==> src/rtl/pkg_idle_pkg.sv <==
`timescale 1ns/1ps
package pkg_idle_pkg;
  localparam int STATE_W = 3;

  typedef enum logic [STATE_W-1:0] {
    PS_C0  = 3'd0,
    PS_C1  = 3'd1,
    PS_C1E = 3'd2,
    PS_C3  = 3'd3,
    PS_C6  = 3'd4,
    PS_C7  = 3'd5
  } pkgLevel_e;

  typedef enum logic [1:0] {
    SEQ_IDLE = 2'd0,
    SEQ_FREQ = 2'd1,
    SEQ_VOLT = 2'd2
  } seqState_e;

  // datapath -> control
  typedef struct packed {
    logic c1eTarget;
    logic anyWake;
  } resolveFlags_t;

  // control -> top
  typedef struct packed {
    logic freqReq;
    logic voltReq;
  } seqStrobes_t;
endpackage

==> src/rtl/pkg_idle_core_decode.sv <==
`timescale 1ns/1ps
module pkg_idle_core_decode
  import pkg_idle_pkg::*;
(
  input  logic [STATE_W-1:0] rawLevel,
  input  logic               rawHint,
  output logic [STATE_W-1:0] level,
  output logic               hint
);
  localparam logic [STATE_W-1:0] DEEPEST = PS_C7;

  always_comb begin
    if (rawLevel == PS_C1E)      level = PS_C1;
    else if (rawLevel > DEEPEST) level = DEEPEST;
    else                         level = rawLevel;
    hint = rawHint || (rawLevel == PS_C1E);
  end
endmodule

==> src/rtl/pkg_idle_resolve_dp.sv <==
`timescale 1ns/1ps
module pkg_idle_resolve_dp
  import pkg_idle_pkg::*;
#(
  parameter int NUM_CORES = 4
) (
  input  logic                         clk,
  input  logic                         rst_n,
  input  logic [NUM_CORES*STATE_W-1:0] coreReq,
  input  logic [NUM_CORES-1:0]         coreHint,
  input  logic [STATE_W-1:0]           grantLevel,
  input  logic [STATE_W-1:0]           allowLevel,
  input  logic [STATE_W-1:0]           depthCap,
  input  logic                         autoPromoteEn,
  input  logic                         cacheActive,
  output logic [STATE_W-1:0]           pkgState,
  output logic                         notifyStrobe,
  output resolveFlags_t                flags
);
  localparam logic [STATE_W-1:0] DEEPEST = PS_C7;

  logic [STATE_W-1:0] coreLvl [NUM_CORES];
  logic [NUM_CORES-1:0] coreHnt;

  genvar gi;
  generate
    for (gi = 0; gi < NUM_CORES; gi++) begin : g_core
      pkg_idle_core_decode u_dec (
        .rawLevel(coreReq[gi*STATE_W +: STATE_W]),
        .rawHint (coreHint[gi]),
        .level   (coreLvl[gi]),
        .hint    (coreHnt[gi])
      );
    end
  endgenerate

  logic [STATE_W-1:0] minLvl;
  logic               allAtC1;
  logic               allHinted;

  always_comb begin
    minLvl    = DEEPEST;
    allAtC1   = 1'b1;
    allHinted = &coreHnt;
    for (int i = 0; i < NUM_CORES; i++) begin
      if (coreLvl[i] < minLvl) minLvl = coreLvl[i];
      if (coreLvl[i] != PS_C1) allAtC1 = 1'b0;
    end
  end

  logic [STATE_W-1:0] limit;
  always_comb begin
    limit = grantLevel;
    if (allowLevel < limit) limit = allowLevel;
    if (depthCap < limit)   limit = depthCap;
    if (limit > DEEPEST)    limit = DEEPEST;
  end

  logic [STATE_W-1:0] candidate;
  logic [STATE_W-1:0] resolvedNext;
  logic               anyWake;

  assign anyWake = (minLvl == PS_C0);

  always_comb begin
    candidate = minLvl;
    if (minLvl == PS_C1 && allAtC1 && (allHinted || autoPromoteEn))
      candidate = PS_C1E;

    if (anyWake || limit == PS_C0)
      resolvedNext = PS_C0;
    else if (minLvl >= PS_C3 && limit < PS_C3)
      resolvedNext = PS_C1E;
    else if (candidate < limit)
      resolvedNext = candidate;
    else
      resolvedNext = limit;

    if (resolvedNext == PS_C7 && cacheActive)
      resolvedNext = PS_C6;
  end

  logic [STATE_W-1:0] stateQ;
  logic               notifyQ;

  always_ff @(posedge clk or negedge rst_n) begin
    if (!rst_n) begin
      stateQ  <= PS_C0;
      notifyQ <= 1'b0;
    end else begin
      stateQ  <= resolvedNext;
      notifyQ <= (resolvedNext != stateQ) && (resolvedNext >= PS_C3);
    end
  end

  assign pkgState        = stateQ;
  assign notifyStrobe    = notifyQ;
  assign flags.c1eTarget = (resolvedNext == PS_C1E);
  assign flags.anyWake   = anyWake;

  assert_notify_deep_R11: assert property (@(posedge clk) disable iff (!rst_n)
    notifyStrobe |-> (pkgState >= PS_C3));

  assert_cache_blocks_c7_R7: assert property (@(posedge clk) disable iff (!rst_n)
    $past(cacheActive) |-> (pkgState != PS_C7));

  assert_wake_to_c0_R1: assert property (@(posedge clk) disable iff (!rst_n)
    $past(anyWake) |-> (pkgState == PS_C0));

  assert_within_limit_R6: assert property (@(posedge clk) disable iff (!rst_n)
    (pkgState <= $past(limit)) || (pkgState == PS_C1E));
endmodule

==> src/rtl/pkg_idle_seq_ctrl.sv <==
`timescale 1ns/1ps
module pkg_idle_seq_ctrl
  import pkg_idle_pkg::*;
(
  input  logic               clk,
  input  logic               rst_n,
  input  resolveFlags_t      flags,
  input  logic               c1eEn,
  input  logic               freqAck,
  input  logic [STATE_W-1:0] pkgState,
  output seqStrobes_t        strobes
);
  seqState_e seqQ, seqD;
  logic      stay;

  assign stay = flags.c1eTarget && c1eEn && !flags.anyWake;

  always_comb begin
    seqD = seqQ;
    unique case (seqQ)
      SEQ_IDLE: if (stay) seqD = SEQ_FREQ;
      SEQ_FREQ: begin
        if (!stay)        seqD = SEQ_IDLE;
        else if (freqAck) seqD = SEQ_VOLT;
      end
      SEQ_VOLT: if (!stay) seqD = SEQ_IDLE;
      default:  seqD = SEQ_IDLE;
    endcase
  end

  always_ff @(posedge clk or negedge rst_n) begin
    if (!rst_n) seqQ <= SEQ_IDLE;
    else        seqQ <= seqD;
  end

  assign strobes.freqReq = (seqQ != SEQ_IDLE) && !flags.anyWake;
  assign strobes.voltReq = (seqQ == SEQ_VOLT) && !flags.anyWake;

  assert_volt_needs_freq_R9: assert property (@(posedge clk) disable iff (!rst_n)
    strobes.voltReq |-> strobes.freqReq);

  assert_volt_after_ack_R9: assert property (@(posedge clk) disable iff (!rst_n)
    $rose(strobes.voltReq) |-> $past(freqAck));

  assert_freq_only_c1e_R8: assert property (@(posedge clk) disable iff (!rst_n)
    strobes.freqReq |-> (pkgState == PS_C1E));
endmodule

==> src/rtl/pkg_idle_resolver.sv <==
`timescale 1ns/1ps
module pkg_idle_resolver
  import pkg_idle_pkg::*;
#(
  parameter int NUM_CORES = 4
) (
  input  logic                         clk,
  input  logic                         rst_n,
  input  logic [NUM_CORES*STATE_W-1:0] coreReq,
  input  logic [NUM_CORES-1:0]         coreHint,
  input  logic [STATE_W-1:0]           grantLevel,
  input  logic [STATE_W-1:0]           allowLevel,
  input  logic [STATE_W-1:0]           depthCap,
  input  logic                         autoPromoteEn,
  input  logic                         c1eEn,
  input  logic                         cacheActive,
  input  logic                         freqAck,
  output logic [STATE_W-1:0]           pkgState,
  output logic                         freqLowReq,
  output logic                         voltLowReq,
  output logic                         notifyStrobe
);
  resolveFlags_t flags;
  seqStrobes_t   strobes;

  pkg_idle_resolve_dp #(.NUM_CORES(NUM_CORES)) u_dp (
    .clk          (clk),
    .rst_n        (rst_n),
    .coreReq      (coreReq),
    .coreHint     (coreHint),
    .grantLevel   (grantLevel),
    .allowLevel   (allowLevel),
    .depthCap     (depthCap),
    .autoPromoteEn(autoPromoteEn),
    .cacheActive  (cacheActive),
    .pkgState     (pkgState),
    .notifyStrobe (notifyStrobe),
    .flags        (flags)
  );

  pkg_idle_seq_ctrl u_ctrl (
    .clk     (clk),
    .rst_n   (rst_n),
    .flags   (flags),
    .c1eEn   (c1eEn),
    .freqAck (freqAck),
    .pkgState(pkgState),
    .strobes (strobes)
  );

  assign freqLowReq = strobes.freqReq;
  assign voltLowReq = strobes.voltReq;
endmodule

==> config.mk <==
export PLATFORM = sky130hd
export DESIGN_NAME = pkg_idle_resolver
export DESIGN_NICKNAME = d
export VERILOG_FILES = /design/src/rtl/pkg_idle_pkg.sv /design/src/rtl/pkg_idle_core_decode.sv /design/src/rtl/pkg_idle_resolve_dp.sv /design/src/rtl/pkg_idle_seq_ctrl.sv /design/src/rtl/pkg_idle_resolver.sv
export SDC_FILE = /design/constraint.sdc
export NUM_CORES = 1
export LEC_CHECK = 0
export BUFFER_PORTS_ARGS = -buffer_cell sky130_fd_sc_hd__buf_2
export CAP_MARGIN = 20
export CORE_MARGIN = 2
export CORE_UTILIZATION = 35
export CTS_CLUSTER_SIZE = 12
export DETAILED_ROUTE_END_ITERATION = 10
export GPL_TIMING_DRIVEN = 0
export PLACE_DENSITY = 0.6
export RECOVER_POWER = 50
export SETUP_SLACK_MARGIN = 0.4
export SYNTH_ARGS = -nofsm -noshare
export SYNTH_HDL_FRONTEND = slang
export SYNTH_HIERARCHICAL = 1
export SYNTH_SLANG_ARGS = --single-unit
==> constraint.sdc <==
create_clock -name clk -period 8.28 [get_ports clk]
set_input_delay 2.07 -clock clk [delete_from_list [all_inputs] [get_ports clk]]
set_output_delay 2.07 -clock clk [all_outputs]
set_load 0.1 [all_outputs]
; Yosys cells after proc, flatten, opt, wreduce, memory -nomap -nowiden
; Cells that the tools add are included.
; Widths: inputs -> output; s select.
[word_totals]
register_bits = 6
input_bits = 31
output_inout_bits = 6
word_cells = 86
[classes]
n_lt_le_gt_ge = 15
eq_ne = 17
mux = 29
n_reduce_logical = 22
[op_table]
columns = cell, n
row1 = $mux 3, 20
row2 = $lt 3x3->1, 6
row3 = $eq 3x2->1 const B, 5
row4 = $gt 3x3->1 const B, 5
row5 = $ne 3x1->1 const B, 4
row6 = $logic_and 1x1->1, 9
row7 = $mux 2, 4
row8 = $ge 3x2->1 const B, 2
row9 = $logic_not 3->1, 2
row10 = $logic_or 1x1->1, 6
row11 = $pmux 2 s3, 1
row12 = $mux 1, 4
row13 = $reduce_and 4->1, 1
row14 = $eq 3x1->1 const B, 1
row15 = $eq 3x3->1 const B, 1
row16 = $lt 3x2->1 const B, 1
row17 = $lt 3x3->1 const B, 1
row18 = $ne 3x3->1, 1
row19 = $ne 3x3->1 const B, 1
row20 = $reduce_and 3->1, 1
row21 = $eq 2x1->1 const B, 1
row22 = $eq 2x2->1 const B, 1
row23 = $logic_not 2->1, 1
row24 = $ne 2x1->1 const B, 1
row25 = 3 further kinds, 3

; Depth between registers and ports, before layout
; Gate-level depths: netlist of run 1.
[depth]
word_depth = 27
mapped_depth = 30
depth_no_buf = 28

; Cells and area by module
; The synthesis of run 1 kept the hierarchy.
[by_module_without_submodules]
columns = mod, instances, cells_each, area_per_inst_um2
row1 = pkg_idle_resolve_dp, 1, 134, 1134.8
row2 = pkg_idle_core_decode, 4, 5, 33.8
row3 = pkg_idle_seq_ctrl, 1, 10, 112.6

; Worst setup path after synthesis of run 1
; Ideal clock, no wire load.
[synth_path]
path_kind = input-to-output
start = input coreReq[2]
end = output freqLowReq
arrival_ns = 7.059
required_ns = 6.210
slack_ns = -0.849
path_stages = 20
path_cell_list = and3b_2 -> nand2_1 -> ha_1 -> a21o_1 -> a221oi_2 -> mux2_4 -> ha_1 -> a211oi_1 -> a31oi_1 -> a22oi_4 -> inv_1 -> ha_1 -> o21a_1 -> or2_0 -> o21ai_0 -> and3_4 -> a21oi_4 -> and2_1 -> buf_4 -> nor2_1
[synth_between]
elab_chain_len = 14
word_cells_on_any_way = 15
[synth_rtl]
columns = item, line
row1 = "start, declared", pkg_idle_resolver.sv:9  ; input logic [NUM_CORES*STATE_W-1:0] coreReq,
row2 = $gt 3x3->1, pkg_idle_core_decode.sv:14  ; else if (rawLevel > DEEPEST) level = DEEPEST;
row3 = $mux 3, pkg_idle_core_decode.sv:14
row4 = $mux 3 *, pkg_idle_core_decode.sv:13  ; if (rawLevel == PS_C1E) level = PS_C1;
row5 = $lt 3x3->1, pkg_idle_resolve_dp.sv:46  ; if (coreLvl[i] < minLvl) minLvl = coreLvl[i];
row6 = $mux 3 *, pkg_idle_resolve_dp.sv:46
row7 = $lt 3x3->1, pkg_idle_resolve_dp.sv:46
row8 = $mux 3 *, pkg_idle_resolve_dp.sv:46
row9 = $lt 3x3->1, pkg_idle_resolve_dp.sv:46
row10 = $mux 3 *, pkg_idle_resolve_dp.sv:46
row11 = $lt 3x3->1, pkg_idle_resolve_dp.sv:46
row12 = $mux 3 *, pkg_idle_resolve_dp.sv:46
row13 = $logic_not 3->1 *, pkg_idle_resolve_dp.sv:63  ; assign anyWake = (minLvl == PS_C0);
row14 = named net u_dp.anyWake, pkg_idle_resolve_dp.sv:61  ; logic anyWake;
row15 = $logic_not 1->1 *, pkg_idle_seq_ctrl.sv:36  ; assign strobes.freqReq = (seqQ != SEQ_IDLE) && !flags.anyWake;
row16 = $logic_and 1x1->1 *, pkg_idle_seq_ctrl.sv:36
row17 = "end, declared", pkg_idle_resolver.sv:19  ; output logic freqLowReq,
; Mark *: on every way through the listed nets, which the timed path passes. The rest lies on a longest branch.

==> results of run 1 <==
-- cells in the mapped netlist, drive strengths merged (2+ instances only) --
cell / count / share of area, %
o21bai: 2 / 1.1
and2: 2 / 0.90
a22oi: 2 / 2.4
and3b: 4 / 2.9
a211o: 3 / 1.9
nand4: 2 / 0.90
and3: 3 / 1.7
o21ai: 5 / 1.8
a2111oi: 2 / 3.1
mux2i: 4 / 3.2
a211oi: 5 / 3.8
nand2: 6 / 1.8
or2: 10 / 4.5
nor3b: 4 / 2.2
a21o: 4 / 2.3
buf: 2 / 1.4
mux2: 2 / 1.9
nor3: 2 / 0.72
dfrtp: 6 / 11
nor2b: 2 / 0.90
inv: 16 / 4.3
a31oi: 3 / 1.4
a21oi: 12 / 5.7
nand3b: 2 / 2.0
nand2b: 2 / 0.90
clkbuf: 6 / 1.7
ha: 17 / 15
nor2: 13 / 3.5
-- logic make-up after synthesis --
logic type | after synthesis | synth area share (%)
compound gates | 52 | 33.9
xor+xnor | 2 | 1.27
fa+ha+maj | 17 | 15.4
buf+inv | 24 | 7.42
flops | 6 | 10.9
mux | 6 | 5.07
simple gates | 57 | 26.1
-- what timing repair did --
| item | CTS | global route |
|---|---|---|
| setup buffers | 9 | 2 |
| endpoints found under the setup margin | 2 | 2 |
| gates resized for setup | 16 | 4 |
| pin swaps | 13 | 10 |
-- per-stage QoR --
stage / hold WS (ps) / std cells / setup TNS, ps / util [%] / setup slack [ps]
CTS: 475 / 260 / 0 / 49.9 / 200
detailed placement: 473 / 248 / -611 / 45.3 / -307
global route: 510 / 262 / 0 / 50.9 / 152
finish: 477 / 262 / 0 / 50.9 / 313
floorplan: 442 / 164 / 0 / - / 140
global placement: 461 / 248 / -498 / 45.3 / -249
-- layout make-up --
| cell class | instances | area share (%) |
|---|---|---|
| Multi-Input combinational cell | 134 | 65.5 |
| Buffer | 8 | 2.51 |
| Sequential cell | 6 | 7.94 |
| Tap cell | 48 | 3.18 |
| Inverter | 16 | 3.18 |
| Timing Repair Buffer | 47 | 15.6 |
| Clock buffer | 3 | 2.18 |
-- metal layers --
metal	track usage (%)	routed length, um	vias to the layer above
li1	-	-	705
met2	27.4	1560	26
met3	2.87	125	3
met5	0	0	-
met1	18.0	1460	609
met4	1.79	13	0
-- path summary, 6_finish.rpt --
| kind | slack (ps) | to | from |
|---|---|---|---|
| setup / recovery | 310 | voltLowReq | coreReq[2] |
| hold / removal | 480 | u_ctrl/seqQ[0]$_DFFE_PN0P_ | u_ctrl/seqQ[1]$_DFFE_PN0P_ |
| setup reg to reg | 7270 | u_dp/notifyStrobe$_DFF_PN0_ | u_dp/pkgState[1]$_DFF_PN0_ |
| hold reg to reg | 480 | u_ctrl/seqQ[0]$_DFFE_PN0P_ | u_ctrl/seqQ[1]$_DFFE_PN0P_ |
| max in group asynchronous | 6320 | u_ctrl/seqQ[1]$_DFFE_PN0P_ | rst_n |
| min in group asynchronous | 1710 | u_dp/pkgState[2]$_DFF_PN0_ | rst_n |
-- sequential cells by signal, summed over array words and instances, names as in the netlist --
| signal | cells |
|---|---|
| u_ctrl/seqQ | 2 |
| u_dp/notifyStrobe | 1 |
| u_dp/pkgState | 3 |
-- where the power goes --
part	switching (uW)	internal [uW]	leakage, uW	total (uW)
sequential	3.32	35.3	0.0000807	38.6
clock	13.6	31.3	0.0000216	44.9
combinational	120	74.6	0.000788	194
-- worst max-delay path, cell delays in order --
cell      delay, ps
buf_6            90
and3b_2         240
nand2_2          70
ha_4            230
a21o_1          160
a221oi_2        270
mux2_4          350
ha_4            270
o21bai_4         50
and2b_2         220
a31oi_4         170
a22oi_4         110
inv_2            80
ha_4            180
o21a_1          170
or2_1           260
o21ai_2          90
and3_4          220
a21oi_4          30
and2_4          140
buf_6           120
nor2_4          100
buf_12          180
==> impl_metrics.env, run 1 <==
export IMPL_route_detailed_drc=0
export IMPL_async_flop_share_pct=100
export IMPL_holdCritPathClass="flip-flop to flip-flop"
export IMPL_initial_core_util_pct=37.2
export IMPL_drt_pass1_iter_count=4
export IMPL_final_area_sq_mm=0.00189
export IMPL_worstPathRequired_ps=6210
export IMPL_end_kind="primary output"
export IMPL_cts_sinks=6
export IMPL_final_max_slew_viol_count=0
export IMPL_dp_hpwl_um=2490
export IMPL_path_max_fanout=3
export IMPL_grt_max_degree=9
export IMPL_clockBufferDepth=2
export IMPL_grt_overflow=0
export IMPL_antenna_cells=0
export IMPL_dpl_cell_area_sq_mm=0.00168
export IMPL_die_x_um=66.9
export IMPL_relSlewSlack_pct=23.1
export IMPL_num_fill_cells=367
export IMPL_p_leak_uw=0.000890
export IMPL_rsz0062_at_grt="yes"
export IMPL_min_path_cells=1
export IMPL_gr_usage_all_layers_pct=14.8
export IMPL_grt_pass1_vias=1314
export IMPL_pin_count=37
export IMPL_drive_gt1_share_pct=43.0
export IMPL_arrival_ps=5900
export IMPL_io_buffers=36
export IMPL_syn_to_final_growth_pct=36.7
export IMPL_setup_violations=0
export IMPL_maxCapViolCount=0
export IMPL_synth_area_sq_mm=0.00138
export IMPL_htreeDepth=1
export IMPL_synth_avg_cell_area_sq_um=8.43
export IMPL_wl_per_cell_um=12.0
export IMPL_seq_area_frac_synth_pct=10.9
export IMPL_core_sq_mm=0.00372
export IMPL_antenna_found_initial=0
export IMPL_worst_setup_path_type="input pin to primary output"
export IMPL_ir_drop_mv=0.0794
export IMPL_vias_per_cell=5.13
export IMPL_skew_ps=0.920
export IMPL_insertion_delay_ps=230
export IMPL_postCtsHoldBufs=0
export IMPL_ys_ff_latch=6
export IMPL_outcome="completed"
export IMPL_synth_warning_count=6
export IMPL_die_area_sq_mm=0.00447
export IMPL_p_total_uw=278
export IMPL_num_vias=1343
export IMPL_fmax_ghz=0.126
export IMPL_synth_edff_count=0
export IMPL_grt_pass1_wl_um=5250
export IMPL_path_clk_slew_ps=40
export IMPL_seq_area_sq_um=150
export IMPL_die_h_um=66.9
export IMPL_gp_congestion=0.763
export IMPL_tightest_slew_ps=1160
export IMPL_routed_wl_um=3160
export IMPL_crit_path_start_kind="input pin"
export IMPL_p_per_area_mw_per_mm2=147
export IMPL_synthFlopType="dfrtp_1"
export IMPL_fin_nets=264
export IMPL_layout_min_cycle_time_ps=7970
export IMPL_root_buffer="clkbuf_8"
export IMPL_synth_cell_types=64
export IMPL_cts_buffers=3
export IMPL_cts_tree="built"
export IMPL_placementRows=22
export IMPL_drt_iter0_markers=24
export IMPL_detail_route_antenna_nets=0
export IMPL_hold_viol_final=0
export IMPL_multi_input_area_sq_mm=0.00124
export IMPL_timing_final_crit_share_pct=96.2
export IMPL_synth_cells=164
export IMPL_synthesis_nets=212
export IMPL_rr_worst_depth=2
export IMPL_final_cell_mix="buf_2, inv_1, ha_1"
export IMPL_final_common_cell="buf_2"
Note: power is estimated with default switching activity, not from simulation.
==> run 2, diff against run 1 <==
==> constraint.sdc (replaced) <==
create_clock -name clk -period 8.28 [get_ports clk]
set_input_delay 0.414 -clock clk [delete_from_list [all_inputs] [get_ports clk]]
set_output_delay 0.414 -clock clk [all_outputs]
set_load 0.1 [all_outputs]
==> run 2 against run 1 <==
  * Sequential share of layout area rose by 1.1 points
  * Critical endpoint is now u_ctrl/seqQ[0]$_DFFE_PN0P_
  * Non-clock buffer count fell by 11
  * Highest routed layer is now met3
  * Flip-flop and latch count did not move
  * Critical path type is now input pin to flip-flop
==> impl_metrics.env, run 2 (same netlist as run 1, synthesis figures left out) <==
export IMPL_postCtsHoldBufs=0
export IMPL_placementRows=22
export IMPL_dp_hpwl_um=2560
export IMPL_crit_top_cell="ha_1"
export IMPL_multi_input_area_sq_mm=0.00113
export IMPL_regMostFlops="u_dp/pkgState"
export IMPL_die_area_sq_mm=0.00447
export IMPL_antenna_found_initial=0
export IMPL_antenna_cells=0
export IMPL_insertion_delay_ps=220
export IMPL_grt_pass1_wl_um=5290
export IMPL_fin_nets=253
export IMPL_combPwrFrac_pct=67.5
export IMPL_cts_tree="built"
export IMPL_p_int_uw=128
export IMPL_gr_usage_all_layers_pct=14.9
export IMPL_grt_overflow=0
export IMPL_p_per_area_mw_per_mm2=154
export IMPL_num_vias=1338
export IMPL_clockBufferDepth=2
export IMPL_rsz0062_at_grt="no"
export IMPL_core_sq_mm=0.00372
export IMPL_rr_worst_depth=2
export IMPL_worst_setup_path_type="input pin to flip-flop"
export IMPL_hold_ws_ps=67.4
export IMPL_route_detailed_drc=0
export IMPL_grt_pass1_vias=1319
export IMPL_outcome="completed"
export IMPL_relSlewSlack_pct=22.6
export IMPL_fmax_ghz=0.166
export IMPL_hold_viol_final=0
export IMPL_largest_register_ffs=3
export IMPL_gp_congestion=0.760
export IMPL_grt_max_degree=9
export IMPL_ir_drop_mv=0.0588
export IMPL_swShare_pct=50.1
export IMPL_io_buffers=36
export IMPL_max_stage_delay_ps=360
export IMPL_pin_count=37
export IMPL_layout_min_cycle_time_ps=6020
export IMPL_die_x_um=66.9
export IMPL_p_sw_uw=128
export IMPL_die_h_um=66.9
export IMPL_p_leak_uw=0.000816
export IMPL_num_fill_cells=389
export IMPL_cts_resized=0
export IMPL_holdCritPathClass="input pin to async pin"
export IMPL_detail_route_antenna_nets=0
export IMPL_wl_per_cell_um=11.8
export IMPL_post_cts_buffers=0
export IMPL_critical_path_slowest_cell="a211o_1"
export IMPL_tightest_slew_ps=1170
export IMPL_reg2reg_slack_ps=7250
export IMPL_routed_wl_um=2960
export IMPL_timing_final_crit_share_pct=72.7
export IMPL_path_clk_slew_ps=40
export IMPL_drt_pass1_iter_count=4
export IMPL_path_max_fanout=6
export IMPL_syn_to_final_growth_pct=20.0
export IMPL_root_buffer="clkbuf_8"
export IMPL_drive_gt1_share_pct=32.0
export IMPL_final_cell_mix="buf_2, ha_1, inv_1"
export IMPL_vias_per_cell=5.33
export IMPL_htreeDepth=1
export IMPL_initial_core_util_pct=37.2
export IMPL_p_clk_share_pct=17.3
export IMPL_drt_iter0_markers=45
export IMPL_tns_ps=0
export IMPL_crit_path_start_kind="input pin"
export IMPL_final_max_slew_viol_count=0
export IMPL_pwr_share_seq_pct=15.2
export IMPL_worstPathRequired_ps=8420
export IMPL_skew_ps=1.86
export IMPL_maxCapViolCount=0
export IMPL_cts_sinks=6
export IMPL_seq_area_sq_um=150
export IMPL_final_common_cell="buf_2"
export IMPL_end_kind="flip-flop"
export IMPL_arrival_ps=6160
export IMPL_setup_violations=0
export IMPL_cts_buffers=3
==> run 2: changes by cell type in the layout (fill, tap and decap cells not counted), sizes merged <==
cell,before,now
buf,45,34
==> run 2: final timing paths <==
path                                                 start                          end
worst max register to register  u_dp/pkgState[1]$_DFF_PN0_  u_dp/notifyStrobe$_DFF_PN0_
min in group clk                                   freqAck   u_ctrl/seqQ[0]$_DFFE_PN0P_
max in group asynchronous                            rst_n   u_dp/pkgState[2]$_DFF_PN0_
worst min register to register  u_ctrl/seqQ[1]$_DFFE_PN0P_   u_ctrl/seqQ[0]$_DFFE_PN0P_
worst max-delay path                            coreReq[2]   u_ctrl/seqQ[0]$_DFFE_PN0P_
worst min-delay path                                 rst_n   u_dp/pkgState[1]$_DFF_PN0_
==> run 2: final cells by class <==
class / instances / share of cell area [%]
Inverter: 16 / 3.62
Tap cell: 48 / 3.62
Sequential cell: 6 / 9.05
Multi-Input combinational cell: 134 / 68.1
Buffer: 8 / 2.56
Clock buffer: 3 / 2.49
Timing Repair Buffer: 36 / 10.6
==> run 2: metrics by stage <==
step,worst slack (ps),total power (uW),cells,utilization (%),area (sq um)
after floorplan,2460,181,164,-,1380
after global placement,2070,212,248,43.7,1620
after detailed placement,2060,212,248,43.7,1620
after CTS,2250,259,251,44.8,1660
after global routing,1900,277,251,44.6,1660
final,2260,256,251,44.6,1660
==> run 2: worst max-delay path, delay by kind of cell <==
kind / cells / cell delay [ps]
AO/OA/AOI/OAI: 12 / 2980
multiplexers: 1 / 350
adder cells (fa/ha/maj): 4 / 1010
buffers and inverters: 5 / 450
AND/OR/NAND/NOR: 7 / 960
==> run 2: metal layers <==
layer  GRT usage (%)  part of all wire, %
met5               0                    0
met4            2.30                    0
met3            2.53                  3.8
met2            26.5                   49
met1            19.2                   47
==> run 2: power by group through the flow <==
stage,Sequential (uW),Combinational (uW),Clock (uW)
after floorplan,74.9,106,0
after global placement,38.7,173,0
after detailed placement,39.1,173,0
after CTS,38.9,174,45.5
after global routing,39.8,188,48.7
final,38.8,172,44.2
